$ cat config.mk
export PLATFORM = sky130hd
export DESIGN_NAME = thermal_clk_modulator
export DESIGN_NICKNAME = d
export VERILOG_FILES = /design/src/rtl/thermal_clk_modulator.sv
export SDC_FILE = /design/constraint.sdc
export NUM_CORES = 1
export LEC_CHECK = 0
export CAP_MARGIN = 25
export CELL_PAD_IN_SITES_DETAIL_PLACEMENT = 0
export CELL_PAD_IN_SITES_GLOBAL_PLACEMENT = 1
export CORE_ASPECT_RATIO = 0.9
export CORE_MARGIN = 2
export CORE_UTILIZATION = 37
export CTS_CLUSTER_DIAMETER = 30
export DETAILED_ROUTE_END_ITERATION = 8
export PLACE_DENSITY = 0.77
export SYNTH_ARGS = -nofsm -noshare
export SYNTH_HDL_FRONTEND = slang
export SYNTH_SLANG_ARGS = --single-unit
$ cat constraint.sdc
create_clock -name clk -period 2.45 [get_ports clk]
set_input_delay 0.49 -clock clk [delete_from_list [all_inputs] [get_ports clk]]
set_output_delay 0.49 -clock clk [all_outputs]
set_load 0.05 [all_outputs]
$ cat src/rtl/thermal_clk_modulator.sv
module thermal_clk_modulator #(
  parameter int FREQ_W     = 8,
  parameter int ON_TICKS   = 8,
  parameter int OFF_TICKS  = 24,
  parameter int HYST_TICKS = 16
) (
  input  logic              clk,
  input  logic              rst_n,
  input  logic              hot_i,
  input  logic              at_min_i,
  input  logic              tick_i,
  input  logic              req_valid_i,
  input  logic [FREQ_W-1:0] req_freq_i,
  input  logic [FREQ_W-1:0] opt_freq_i,
  output logic              clk_en_o,
  output logic              throttle_o,
  output logic              fwd_valid_o,
  output logic [FREQ_W-1:0] fwd_freq_o
);
  localparam int PERIOD = ON_TICKS + OFF_TICKS;
  localparam int PH_W   = $clog2(PERIOD);
  localparam int HC_W   = $clog2(HYST_TICKS + 1);

  logic              active_q;
  logic [HC_W-1:0]   hc_q;
  logic [PH_W-1:0]   ph_q;
  logic              en_q;
  logic              pend_q;
  logic [FREQ_W-1:0] pend_f_q;
  logic              fv_q;
  logic [FREQ_W-1:0] ff_q;

  wire modulating = active_q & at_min_i;
  wire hyst_last  = tick_i & (hc_q == HC_W'(HYST_TICKS - 1));
  wire raise      = req_freq_i > opt_freq_i;
  wire park       = req_valid_i & active_q & raise;

  assign throttle_o  = active_q;
  assign clk_en_o    = en_q;
  assign fwd_valid_o = fv_q;
  assign fwd_freq_o  = ff_q;

  always_ff @(posedge clk) begin
    if (!rst_n) begin
      active_q <= 1'b0;
      hc_q     <= '0;
    end else if (hot_i) begin
      active_q <= 1'b1;
      hc_q     <= '0;
    end else if (active_q && tick_i) begin
      if (hyst_last) begin
        active_q <= 1'b0;
        hc_q     <= '0;
      end else begin
        hc_q <= hc_q + HC_W'(1);
      end
    end
  end

  always_ff @(posedge clk) begin
    if (!rst_n || !modulating)
      ph_q <= '0;
    else if (tick_i)
      ph_q <= (ph_q == PH_W'(PERIOD - 1)) ? '0 : ph_q + PH_W'(1);
  end

  always_ff @(posedge clk) begin
    if (!rst_n) en_q <= 1'b1;
    else        en_q <= !modulating || (ph_q < PH_W'(ON_TICKS));
  end

  always_ff @(posedge clk) begin
    if (!rst_n) begin
      pend_q   <= 1'b0;
      pend_f_q <= '0;
      fv_q     <= 1'b0;
      ff_q     <= '0;
    end else begin
      fv_q <= 1'b0;
      if (park) begin
        pend_q   <= 1'b1;
        pend_f_q <= req_freq_i;
      end else if (req_valid_i) begin
        fv_q   <= 1'b1;
        ff_q   <= req_freq_i;
        pend_q <= 1'b0;
      end else if (!active_q && pend_q) begin
        fv_q   <= 1'b1;
        ff_q   <= pend_f_q;
        pend_q <= 1'b0;
      end
    end
  end

  a_r1_hot_sets_throttle: assert property (@(posedge clk) disable iff (!rst_n)
    hot_i |=> throttle_o);

  a_r2_release_only_when_cool: assert property (@(posedge clk) disable iff (!rst_n)
    $fell(throttle_o) |-> !$past(hot_i));

  a_r3_enable_when_idle: assert property (@(posedge clk) disable iff (!rst_n)
    (!throttle_o || !at_min_i) |=> clk_en_o);

  a_r4_starts_enabled: assert property (@(posedge clk) disable iff (!rst_n)
    ($rose(throttle_o) && at_min_i) |=> clk_en_o);

  a_r4_gate_needs_throttle: assert property (@(posedge clk) disable iff (!rst_n)
    $fell(clk_en_o) |-> $past(throttle_o && at_min_i, 2));

  a_r6_raise_held: assert property (@(posedge clk) disable iff (!rst_n)
    (req_valid_i && throttle_o && req_freq_i > opt_freq_i) |=> !fwd_valid_o);

  a_r7_lower_passes: assert property (@(posedge clk) disable iff (!rst_n)
    (req_valid_i && !(throttle_o && req_freq_i > opt_freq_i))
      |=> (fwd_valid_o && fwd_freq_o == $past(req_freq_i)));

  a_r9_fwd_source: assert property (@(posedge clk) disable iff (!rst_n)
    fwd_valid_o |-> ($past(req_valid_i) || !$past(throttle_o)));
endmodule

==> results.toml <==
[clock_tree]
cts_resized = 0
cts-hold-fix-buffers = 0
clkTransAtPathRegs_ns = 0.06
numCtsBuffers = 5
clockBufferDepth = 2
cts_tree = "yes"
htree_num_levels = 2
cts_root_buffer = "clkbuf_8"
clk_latency_ns = 0.27
clock-sinks = 30

[placed_design]
gp_congestion = 0.752
hpwlAfterDp_mm = 2.66
port_buffers = 32
dp_slack_ns = -0.233
dp.cells = 271
place_area_mm2 = 0.00202

[sta]
fin_skew_ns = 0.00344
final-setup-viol-count = 0
tightest_slew_ns = 0.565
slew_viol_final = 0
timing.final.hold_violations = 0
fmax_ghz = 0.446
worst_slack_ns = 0.207
finalSetupTns_ns = 0
relSlewSlack = 0.623
min_period_ns = 2.24
period_share = 0.916
rsz0062_at_grt = "false"

[die]
pin_count = 33
rows = 22
core_mm2 = 0.00413
die_x_um = 73.6
start_util = 0.391
die_h_um = 66.7
die_area_mm2 = 0.00491

[power]
power.total_w = 0.00112
p_leak_nw = 0.912
power_frac_seq = 0.460
pwr-share-clk = 0.339
cellPowerDensity_mw_per_mm2 = 526
p_comb_frac = 0.201
power.share.switching = 0.262
p_switching_w = 0.000293
internal-power_w = 0.000825
irDropWorstVdd_v = 0.000215

[critical_path]
worstPathMaxFanout = 17
setup.worst_path.end_class = "flop"
r2r_setup_slack_ns = 0.86
required_ns = 2.62
cp-start-kind = "primary input"
path_class = "in -> reg"
cp.arrival_ns = 2.41

[global_route]
grt_pass1_vias = 1305
antenna_found_initial = 0
met2_usage = 0.271
grt_overflow = 0
grt_usage = 0.152
grt_pass1_wl_mm = 5.57
busiest_layer = "met2"
grt_start_max_net_pins = 35
met1_usage = 0.162
grt_use_met3 = 0.0590

[synth]
synthTopCellsByCount = "49 x nand2_1, 30 x dfxtp_1, 26 x mux2i_1"
synth.distinct_cells = 31
synthCells = 190
synth_edf_count = 0
syn_avg_cell_area_um2 = 8.49
netlist_top_cells_area = "dfxtp_1 37%, mux2i_1 16%, nand2_1 11%, ha_1 8.5%, o21ai_0 3.1%"
synth_top_area_cell = "dfxtp_1"
ys_ff_latch = 30
synthFlopType = "dfxtp_1"
async_flop_share = 0
synth_most_common_cell = "nand2_1"
yosysWarnings = 0
synth.yosys.seq_area_share = 0.372
syn_area_mm2 = 0.00161
syn_nets = 223
yosysTopAreaCellShare = 0.372

[drt]
ant_nets = 0
drt_iter0_drc = 33
dr.pass1.iters = 4
dr_total_vias = 1384
drt_wl_total_mm = 3.42
remaining_drc_errors = 0
viasPerCell = 4.98
wire_per_inst_um = 12.3

[finish]
layout.nets = 264
layoutNonFillerInstCount = 278
syn_to_final_growth_pct = 31.7
drive_gt1_frac = 0.0870
fin_area_mm2 = 0.00213
antenna_cells = 0

[worst_hold_path]
hold_path_class = "reg -> reg"

[outcome]
status = "finished, final reports clean"

[job]
drv_cap = 0
[state kept, by name, summed over array words and instances, names as in the netlist]
signal       flops
fwd_freq_o       8
pend_f_q         8
throttle_o       1
hc_q             5
clk_en_o         1
pend_q           1
ph_q             5
fwd_valid_o      1
[final cells by class]
class	instances	area, um^2
sequential	30	601
inverter	9	33.8
timing repair buffer	43	415
fill	395	2000
multi-input combinational	142	933
clock buffer	6	82.6
tap	48	60.1
[critical path: stages]
cell	delay (ns)
clkdlybuf4s50_1	0.45
ha_1	0.36
a21oi_2	0.16
o21ai_1	0.13
a2111oi_4	0.39
nor2_4	0.07
buf_12	0.17
o21a_1	0.18
[metal layers]
layer	share of wire	wire length (um)
met4	0.011	38
met2	0.54	1840
met1	0.42	1450
met5	0	0
met3	0.025	86
[layout by cell type, fill, tap and decap left out, drive strengths merged, types with 5 or more instances in the layout]
cell           instances
nand2                 49
clkdlybuf4s50         32
dfxtp                 30
mux2i                 26
nor2                  14
ha                    11
o21ai                 11
buf                   11
inv                    9
clkbuf                 6
a21oi                  5
[metrics by stage]
step                      hold slack (ns)  utilization
after floorplan                     0.430            -
after global placement              0.440        0.490
after detailed placement            0.456        0.490
after CTS                           0.464        0.510
after global routing                0.473        0.515
final                               0.463        0.515
[logic make-up (layout without fill, tap and decap cells)]
group           Yosys count  in the layout  share of synthesized area
simple gates             76             76                      0.200
flops                    30             30                      0.372
mux                      26             26                      0.161
buf+inv                  18             58                     0.0496
xor+xnor                  4              4                     0.0217
compound gates           25             25                      0.110
fa+ha+maj                11             11                     0.0853
[power groups by stage]
| stage | clock (W) | sequential (W) | combinational, W |
|---|---|---|---|
| after floorplan | 0 | 0.000562 | 0.0000965 |
| after global placement | 0 | 0.000524 | 0.000216 |
| after detailed placement | 0 | 0.000525 | 0.000223 |
| after CTS | 0.000392 | 0.000515 | 0.000224 |
| after global routing | 0.000418 | 0.000516 | 0.000244 |
| final | 0.000379 | 0.000514 | 0.000225 |
[path summary, 6_finish.rpt]
check | start | end | cells past startpoint
min | pend_f_q[2] | pend_f_q[2] | 2
max reg2reg | throttle_o | fwd_freq_o[1] | 6
max | req_freq_i[7] | pend_q | 8
min reg2reg | pend_f_q[2] | pend_f_q[2] | 2
[timing repair]
action	CTS	global route
setup endpoints to repair	0	16
endpoints found under the hold margin	0	0
setup buffers	0	1
Power figures use the tool's default switching activity.
